File: config.mk
export PLATFORM = sky130hd
export DESIGN_NAME = serprog_seq
export DESIGN_NICKNAME = d
export VERILOG_FILES = /design/src/rtl/serprog_pkg.sv /design/src/rtl/serprog_timer.sv /design/src/rtl/serprog_shifter.sv /design/src/rtl/serprog_fsm.sv /design/src/rtl/serprog_seq.sv
export SDC_FILE = /design/constraint.sdc
export NUM_CORES = 1
export LEC_CHECK = 0
export CORE_MARGIN = 8
export CORE_UTILIZATION = 45
export CTS_CLUSTER_SIZE = 8
export DETAILED_ROUTE_END_ITERATION = 10
export DONT_BUFFER_PORTS = 1
export GPL_TIMING_DRIVEN = 0
export PLACE_DENSITY = 0.63
export SYNTH_ARGS = -nofsm -noshare
export SYNTH_HDL_FRONTEND = slang
export SYNTH_HIERARCHICAL = 1
export SYNTH_SLANG_ARGS = --single-unit
File: constraint.sdc
create_clock -name clk -period 2.8 [get_ports clk]
set_input_delay 0.56 -clock clk [delete_from_list [all_inputs] [get_ports clk]]
set_output_delay 0.56 -clock clk [all_outputs]
set_load 0.01 [all_outputs]
File: src/rtl/serprog_pkg.sv
package serprog_pkg;

  typedef enum logic [2:0] {
    ST_IDLE,
    ST_LOAD,
    ST_SETUP,
    ST_HIGH,
    ST_LOW,
    ST_WAIT,
    ST_STROBE,
    ST_DONE
  } seq_state_t;

  // Convert a duration to whole clock cycles, rounding up, never below one.
  function automatic int unsigned ps_to_cycles(input int unsigned dur_ps,
                                               input int unsigned per_ps);
    int unsigned c;
    c = (dur_ps + per_ps - 1) / per_ps;
    if (c == 0) c = 1;
    return c;
  endfunction

  function automatic int unsigned umax(input int unsigned a, input int unsigned b);
    return (a > b) ? a : b;
  endfunction

endpackage

File: src/rtl/serprog_timer.sv
module serprog_timer #(
  parameter int unsigned CNT_W = 4
) (
  input  logic             clk,
  input  logic             rst,
  input  logic             load,
  input  logic [CNT_W-1:0] load_val,
  output logic             expired
);

  logic [CNT_W-1:0] cnt_q;

  always_ff @(posedge clk) begin
    if (rst) begin
      cnt_q <= '0;
    end else if (load) begin
      cnt_q <= load_val;
    end else if (cnt_q != '0) begin
      cnt_q <= cnt_q - 1'b1;
    end
  end

  assign expired = (cnt_q == '0);

endmodule

File: src/rtl/serprog_shifter.sv
module serprog_shifter #(
  parameter int unsigned WORD_W = 160,
  localparam int unsigned IDX_W = $clog2(WORD_W)
) (
  input  logic              clk,
  input  logic              rst,
  input  logic              capture,
  input  logic [WORD_W-1:0] word_in,
  input  logic              shift,
  output logic              ser_bit,
  output logic              last_bit
);

  logic [WORD_W-1:0] sreg_q;
  logic [IDX_W-1:0]  bidx_q;

  always_ff @(posedge clk) begin
    if (rst) begin
      sreg_q <= '0;
      bidx_q <= '0;
    end else if (capture) begin
      sreg_q <= word_in;
      bidx_q <= IDX_W'(WORD_W - 1);
    end else if (shift) begin
      sreg_q <= {sreg_q[WORD_W-2:0], 1'b0};
      bidx_q <= bidx_q - 1'b1;
    end
  end

  assign ser_bit  = sreg_q[WORD_W-1];
  assign last_bit = (bidx_q == '0);

  // the control never asks for a shift beyond the final bit
  assert_no_shift_past_end_R3: assert property (@(posedge clk) disable iff (rst)
    shift |-> !last_bit);

endmodule

File: src/rtl/serprog_fsm.sv
module serprog_fsm
  import serprog_pkg::*;
#(
  parameter int unsigned CNT_W      = 4,
  parameter int unsigned SETUP_CYC  = 5,
  parameter int unsigned HIGH_CYC   = 5,
  parameter int unsigned WAIT_CYC   = 3,
  parameter int unsigned STROBE_CYC = 10
) (
  input  logic             clk,
  input  logic             rst,
  input  logic             cfg_valid,
  input  logic             last_bit,
  input  logic             tmr_expired,
  output logic             cfg_ready,
  output logic             ser_clk,
  output logic             ser_strobe,
  output logic             done,
  output logic             capture,
  output logic             shift,
  output logic             tmr_load,
  output logic [CNT_W-1:0] tmr_val
);

  seq_state_t state_q, state_d;
  logic ready_q, sclk_q, strobe_q, done_q;

  always_comb begin
    state_d = state_q;
    unique case (state_q)
      ST_IDLE:   if (cfg_valid && ready_q) state_d = ST_LOAD;
      ST_LOAD:   state_d = ST_SETUP;
      ST_SETUP:  if (tmr_expired) state_d = ST_HIGH;
      ST_HIGH:   if (tmr_expired) state_d = last_bit ? ST_WAIT : ST_LOW;
      ST_LOW:    state_d = ST_SETUP;
      ST_WAIT:   if (tmr_expired) state_d = ST_STROBE;
      ST_STROBE: if (tmr_expired) state_d = ST_DONE;
      ST_DONE:   state_d = ST_IDLE;
      default:   state_d = ST_IDLE;
    endcase
  end

  always_comb begin
    tmr_val = '0;
    unique case (state_d)
      ST_SETUP:  tmr_val = CNT_W'(SETUP_CYC - 1);
      ST_HIGH:   tmr_val = CNT_W'(HIGH_CYC - 1);
      ST_WAIT:   tmr_val = CNT_W'(WAIT_CYC - 1);
      ST_STROBE: tmr_val = CNT_W'(STROBE_CYC - 1);
      default:   tmr_val = '0;
    endcase
  end

  assign tmr_load = (state_d != state_q);
  assign capture  = (state_q == ST_IDLE) && cfg_valid && ready_q;
  assign shift    = (state_q == ST_LOW);

  always_ff @(posedge clk) begin
    if (rst) begin
      state_q  <= ST_IDLE;
      ready_q  <= 1'b1;
      sclk_q   <= 1'b0;
      strobe_q <= 1'b0;
      done_q   <= 1'b0;
    end else begin
      state_q  <= state_d;
      ready_q  <= (state_d == ST_IDLE);
      sclk_q   <= (state_d == ST_HIGH);
      strobe_q <= (state_d == ST_STROBE);
      done_q   <= (state_d == ST_DONE);
    end
  end

  assign cfg_ready  = ready_q;
  assign ser_clk    = sclk_q;
  assign ser_strobe = strobe_q;
  assign done       = done_q;

endmodule

File: src/rtl/serprog_seq.sv
module serprog_seq
  import serprog_pkg::*;
#(
  parameter int unsigned WORD_W          = 160,
  parameter int unsigned CLK_PERIOD_PS   = 4000,
  parameter int unsigned SETUP_PS        = 10000,
  parameter int unsigned HOLD_PS         = 10000,
  parameter int unsigned WAIT_PS         = 10000,
  parameter int unsigned STROBE_PS       = 40000,
  parameter int unsigned SCLK_MIN_PER_PS = 33334
) (
  input  logic              clk,
  input  logic              rst,
  input  logic              cfg_valid,
  output logic              cfg_ready,
  input  logic [WORD_W-1:0] cfg_word,
  output logic              ser_clk,
  output logic              ser_data,
  output logic              ser_strobe,
  output logic              done
);

  localparam int unsigned HALF_CYC   = ps_to_cycles((SCLK_MIN_PER_PS + 1) / 2, CLK_PERIOD_PS);
  localparam int unsigned SETUP_CYC  = umax(ps_to_cycles(SETUP_PS, CLK_PERIOD_PS), HALF_CYC);
  localparam int unsigned HIGH_CYC   = umax(ps_to_cycles(HOLD_PS, CLK_PERIOD_PS), HALF_CYC);
  localparam int unsigned WAIT_CYC   = ps_to_cycles(WAIT_PS, CLK_PERIOD_PS);
  localparam int unsigned STROBE_CYC = ps_to_cycles(STROBE_PS, CLK_PERIOD_PS);
  localparam int unsigned MAX_CYC    = umax(umax(SETUP_CYC, HIGH_CYC), umax(WAIT_CYC, STROBE_CYC));
  localparam int unsigned CNT_W      = $clog2(MAX_CYC + 1);

  logic             capture, shift, last_bit;
  logic             tmr_load, tmr_expired;
  logic [CNT_W-1:0] tmr_val;

  serprog_fsm #(
    .CNT_W      (CNT_W),
    .SETUP_CYC  (SETUP_CYC),
    .HIGH_CYC   (HIGH_CYC),
    .WAIT_CYC   (WAIT_CYC),
    .STROBE_CYC (STROBE_CYC)
  ) fsm_i (
    .clk         (clk),
    .rst         (rst),
    .cfg_valid   (cfg_valid),
    .last_bit    (last_bit),
    .tmr_expired (tmr_expired),
    .cfg_ready   (cfg_ready),
    .ser_clk     (ser_clk),
    .ser_strobe  (ser_strobe),
    .done        (done),
    .capture     (capture),
    .shift       (shift),
    .tmr_load    (tmr_load),
    .tmr_val     (tmr_val)
  );

  serprog_timer #(.CNT_W(CNT_W)) timer_i (
    .clk      (clk),
    .rst      (rst),
    .load     (tmr_load),
    .load_val (tmr_val),
    .expired  (tmr_expired)
  );

  serprog_shifter #(.WORD_W(WORD_W)) shifter_i (
    .clk      (clk),
    .rst      (rst),
    .capture  (capture),
    .word_in  (cfg_word),
    .shift    (shift),
    .ser_bit  (ser_data),
    .last_bit (last_bit)
  );

  assert_ready_drops_R2: assert property (@(posedge clk) disable iff (rst)
    (cfg_valid && cfg_ready) |=> !cfg_ready);

  assert_data_held_high_R5: assert property (@(posedge clk) disable iff (rst)
    (ser_clk && $past(ser_clk)) |-> $stable(ser_data));

  assert_strobe_apart_from_sclk_R7: assert property (@(posedge clk) disable iff (rst)
    ser_strobe |-> !ser_clk);

  assert_done_single_R9: assert property (@(posedge clk) disable iff (rst)
    done |=> !done);

  assert_done_after_strobe_R9: assert property (@(posedge clk) disable iff (rst)
    $fell(ser_strobe) |-> done);

endmodule

-- After elaboration in Yosys (flattened, before gate mapping)
Index checks and enable logic that the tools add are counted.
- flip-flop bits (word level): 179
- latch bits: 0
- memory bits (writable): 0
- memory bits (read-only): 0
- bits of input ports: 163
- output and inout port bits: 5
- memories kept: 0
- $add $sub $neg: 2
- $mul: 0
- div/mod/pow operators: 0
- magnitude comparators: 0
- equal/unequal tests: 13
- shift operators: 0
- multiplexer cells: 14
- bitwise logic cells: 0
- reductions and logical operators: 13
- operators with widths (kind ; number):
    $mux 160 ; 2
    $eq 3x3->1 const B ; 7
    $pmux 3 s7 ; 1
    $mux 8 ; 2
    $mux 3 ; 5
    $eq 3x2->1 const B ; 4
    $pmux 4 s3 ; 1
    $logic_not 8->1 ; 1
    $mux 4 ; 2
    $sub 8x1->8 const B ; 1
    $logic_not 3->1 ; 2
    $reduce_or 2->1 ; 3
    $logic_not 4->1 ; 1
    $reduce_bool 2->1 ; 2
    $reduce_bool 4->1 ; 1
    $sub 4x1->4 const B ; 1
    $eq 3x1->1 const B ; 1
    $logic_and 1x1->1 ; 3
    $ne 3x3->1 ; 1
    $mux 1 ; 1

-- Logic depth before layout (Yosys ltp)
- depth in word-level cells: 8
- gate-level depth with buffers: 9
- gate-level depth less buffers: 8

-- Modules after synthesis
The synthesis kept the hierarchy.
- modules (own cells, without submodules) (module ; times used ; cells each ; area each (um^2)):
    serprog_shifter ; 1 ; 912 ; 7674.9
    serprog_fsm ; 1 ; 49 ; 430.4
    serprog_timer ; 1 ; 24 ; 229.0

-- Worst setup path after synthesis
OpenSTA, ideal clock, no wires.
- path kind: register to register
- from: register timer_i.cnt_q[0]
- to: register timer_i.cnt_q[3]
- arrival time: 1.760 ns
- required time: 2.708 ns
- path slack: 0.948 ns
- cell stages (with the launch flop): 10
- buffers on the path: 1
- clock period less this slack: 1.852 ns
- cell sequence: dfxtp_1 > inv_1 > ha_1 > nor3b_4 > inv_2 > or3_1 > a21boi_1 > buf_4 > nand2_1 > o32ai_1
- longest elaborated chain between the ends: 7
- ends and longest elaborated chain (item ; RTL line ; RTL):
    start: declaration ; serprog_timer.sv:11 ; logic [CNT_W-1:0] cnt_q;
    start signal: assignment ; serprog_timer.sv:17 ; cnt_q <= load_val;
    start signal: assignment ; serprog_timer.sv:19 ; cnt_q <= cnt_q - 1'b1;
    $logic_not 4->1 * ; serprog_timer.sv:23 ; assign expired = (cnt_q == '0);
    net tmr_expired ; serprog_seq.sv:32 ; logic tmr_load, tmr_expired;
    $mux 3 (on tied branches) ; -- ;
    $pmux 3 s7 * ; serprog_fsm.sv:30 ; unique case (state_q)
    $eq 3x2->1 ; serprog_fsm.sv:45 ; unique case (state_d)
    $reduce_or 2->1 (no line) ; -- ;
    $pmux 4 s3 * ; serprog_fsm.sv:45 ;
    net tmr_val[3] ; serprog_seq.sv:33 ; logic [CNT_W-1:0] tmr_val;
    $mux 4 * ; serprog_timer.sv:16 ; end else if (load) begin
The timed path passes the listed nets; every way through them passes the cells marked *. The select of a mux whose other input is x is not followed.
A chain may end at the register's enable or synchronous reset.

-- Final worst setup path
- from: register fsm_i.state_q[0]
- to: register shifter_i.sreg_q[127]
- longest elaborated chain between the ends: 4
- ends and longest elaborated chain (item ; RTL line ; RTL):
    start: declaration ; serprog_fsm.sv:25 ; seq_state_t state_q, state_d;
    start signal: assignment ; serprog_fsm.sv:66 ; state_q <= state_d;
    $logic_not 3->1 * ; serprog_fsm.sv:55 ; assign capture = (state_q == ST_IDLE) && cfg_valid && ready_q;
    $logic_and 1x1->1 * (2 in series) ; serprog_fsm.sv:55 ;
    net capture ; serprog_seq.sv:31 ; logic capture, shift, last_bit;
    $mux 160 or $reduce_bool 2->1 (tied branches) ; -- ;
    end signal: assignment ; serprog_shifter.sv:22 ; sreg_q <= word_in;
    end signal: assignment ; serprog_shifter.sv:25 ; sreg_q <= {sreg_q[WORD_W-2:0], 1'b0};
    end: declaration ; serprog_shifter.sv:14 ; logic [WORD_W-1:0] sreg_q;
The timed path passes the listed nets; every way through them passes the cells marked *.

==> impl_results.md <==
* Number of antenna cells inserted at 0
* Class of the tightest hold or removal check: in -> reg
* Startpoint kind of the worst setup timing path: flop
* Sum of overflow across all layers after global routing at 0
* Total power density per cell area at 996 mW/mm²
* Peak supply drop at approximately 0.00047 V
* Maximum fanout along the worst path at 10
* Library cells used by synthesis at 45
* Number of synthesized flops with an enable pin at 0
* Largest stage delay on the critical path at 0.62 ns
* Remaining number of nets flagged by the antenna check after routing at 0
* Wire length per cell at 15.3 µm
* Detailed-route vias per instance at 5.17
* Count of instances resized after the clock tree is built at 0
* Worst Setup Path Type: reg -> reg
* TritonCTS clock tree: built
* Highest-count cells in the layout ignoring fill and taps: sky130_fd_sc_hd__nand2_1 (325), sky130_fd_sc_hd__dfxtp_1 (179), sky130_fd_sc_hd__a21oi_1 (171), sky130_fd_sc_hd__mux2_2 (160), sky130_fd_sc_hd__clkbuf_1 (51)
* Minimum clock period at around 2.6 ns
* Buffers & Inverters on Critical Path at 4
* Synth warnings at 6
* Final core occ at 50.8%
* Cell Area, Synth at 0.00833 mm²
* Routability congestion estimate at 0.767
* Drc violations at 0
* Count of H-tree levels built during CTS at 4
* Worst Path Required at 3.15 ns
* Setup Buffers After CTS at 0
* Buffers on Ports at 0
* Flops & latches, synth at 179
* Mean instance size in the synthesized netlist at 8.46 µm²
* Post-Route WL at 19100 µm
* Router iterations before antenna repair at 6
* Number of fillers in the final layout at 1804
* Count of endpoints failing setup in the final report at 0
* Synth Net Count at 1151
* Most common library cell in the layout ignoring fill and taps: sky130_fd_sc_hd__nand2_1
* Dominant register cell in the synthesized netlist: sky130_fd_sc_hd__dfxtp_1
* # clock sinks at approximately 180
* Width of the chip at around 150 µm
* Detailed router's first-iteration violation count at 229
* Slew headroom at 48.1%
* RSZ-0062 raised after global routing: no
* First-pass GRT wire length at 31200 µm
* Root buffer cell: sky130_fd_sc_hd__clkbuf_16
* Final Cycle Share at 92.8%
* Chip height at 152 µm
* Critical path's slowest cell: sky130_fd_sc_hd__clkbuf_1
* Antenna violations before repair at 0
* Post-Place Cell Area at 0.00862 mm²
* R2r worst-path depth at 7
* Number of buffers on the longest clock path at 2
* Kind of cell adding the most delay to the critical path: buffers and inverters
* Crit path arrival time at 2.95 ns
* Overall via count from detail_route at 6439
* Leakage power at 3.43 nW
* Clock edge transition at the registers on the reported setup and hold paths at 0.07 ns
* Total global-route track usage at 16.3%
* Design Area, Final at 0.00919 mm²
* Fmax at 385 MHz
* Share of final-layout standard cells stronger than drive strength 1 at 22.5%
* Number of buffers inserted by hold repair at cts at 0
* Instance count on the critical path at 7
* Worst-Skew Late Latency at 0.43 ns
* Full die area at 0.0231 mm²
* Chain of cells forming the critical path: buf_2, nor4_1, clkbuf_1, buf_2, clkbuf_1, nand2_1, a21oi_1
* Max Slew Vio Count at 0
* Area growth from synthesis to final layout at 10.2%
* Cells on Worst Hold Path at 1
* Final hold violation count at 0
* Layout net count at 1170
* Site Rows at 49
* Clock tree skew after final layout at 0.0151 ns
* Effective utilization at floorplan at a little under half
* Transition time at the pin with the least slew margin at 0.779 ns
* Reported max-cap violation count at 0
* Post-detail-place hpwl at about 14000 µm
* Count of boundary I/O pins at 168
* FFs w/ async S/R, synth at 0%
* Via count of the first global-routing pass at ~6400
* Cells after Synth at between 900 and 1000
* Clock buffer count from CTS at 17
* Largest net degree at the start of global routing at 17
* Post-synthesis sequential area ratio at around 43%
* Crit path capture type: flop
* Total negative setup slack at 0 ns
* Area of the placeable core at 0.0181 mm²
* Status: finished clean
==> routing by layer <==
metal	track usage, %	vias to the layer above	routed length, µm
met2	26.0	132	8730
li1	-	3359	-
met3	6.89	10	1500
met5	0	-	0
met4	4.24	0	130
met1	19.8	2938	8750
==> logic make-up after synthesis <==
group | share of synthesized area [%]
AO/OA/AOI/OAI | 12.0
flip-flops | 43.0
XOR/XNOR | 0.526
multiplexers | 21.9
adder cells (fa/ha/maj) | 0.450
buffers and inverters | 4.37
AND/OR/NAND/NOR | 17.8
==> where the power goes <==
| part | total (mW) | internal (mW) | switching [mW] |
|---|---|---|---|
| clock network | 2.27 | 1.23 | 1.05 |
| registers | 3.50 | 3.17 | 0.328 |
| logic | 3.38 | 1.50 | 1.88 |
| total | 9.15 | 5.89 | 3.26 |
==> cells in the mapped netlist, drive strengths merged, types with 3 or more instances <==
| cell type | instances | area share [%] |
|---|---|---|
| a21oi | 171 | 10 |
| buf | 26 | 1.7 |
| clkbuf | 51 | 2.3 |
| dfxtp | 179 | 43 |
| ha | 3 | 0.45 |
| inv | 8 | 0.36 |
| mux2 | 161 | 22 |
| nand2 | 325 | 15 |
| nor2 | 5 | 0.23 |
| nor2b | 3 | 0.23 |
| nor3 | 6 | 0.48 |
| nor3b | 3 | 0.47 |
| o21ai | 4 | 0.24 |
| o31ai | 3 | 0.27 |
| or3 | 4 | 0.30 |
| or4 | 4 | 0.36 |
| xnor2 | 3 | 0.32 |
==> registers in the layout, indices dropped and copies added (netlist names) <==
name,flops
shifter_i/sreg_q,160
fsm_i/done,1
fsm_i/state_q,3
fsm_i/ser_strobe,1
fsm_i/ser_clk,1
shifter_i/bidx_q,8
fsm_i/cfg_ready,1
timer_i/cnt_q,4
==> worst paths after layout <==
check	end	slack, ns	from
setup / recovery	shifter_i/sreg_q[127]	0.20	fsm_i/state_q[0]
hold / removal	fsm_i/state_q[1]	0.20	rst
setup reg to reg	shifter_i/sreg_q[127]	0.20	fsm_i/state_q[0]
hold reg to reg	shifter_i/bidx_q[6]	0.48	shifter_i/bidx_q[6]
==> through the flow <==
stage | cells | setup slack, ns | power [mW] | hold WS [ns]
final | 1246 | 0.201 | 9.15 | 0.197
after global routing | 1246 | 0.0473 | 9.83 | 0.171
after CTS | 1246 | 0.185 | 9.27 | 0.172
after detailed placement | 1214 | 0.189 | 6.95 | 0.469
after global placement | 1214 | 0.166 | 6.90 | 0.460
after floorplan | 985 | 0.948 | 6.24 | 0.442
==> cell type report <==
cell class	count	area, µm²	share of cell area (%)
tap	229	287	3.12
sequential	179	3580	39.0
multi-input combinational	721	4390	47.8
buffer	77	334	3.64
inverter	8	30.0	0.327
clock buffer	20	467	5.08
clock inverter	12	97.6	1.06
Power figures use the tool's default switching activity.
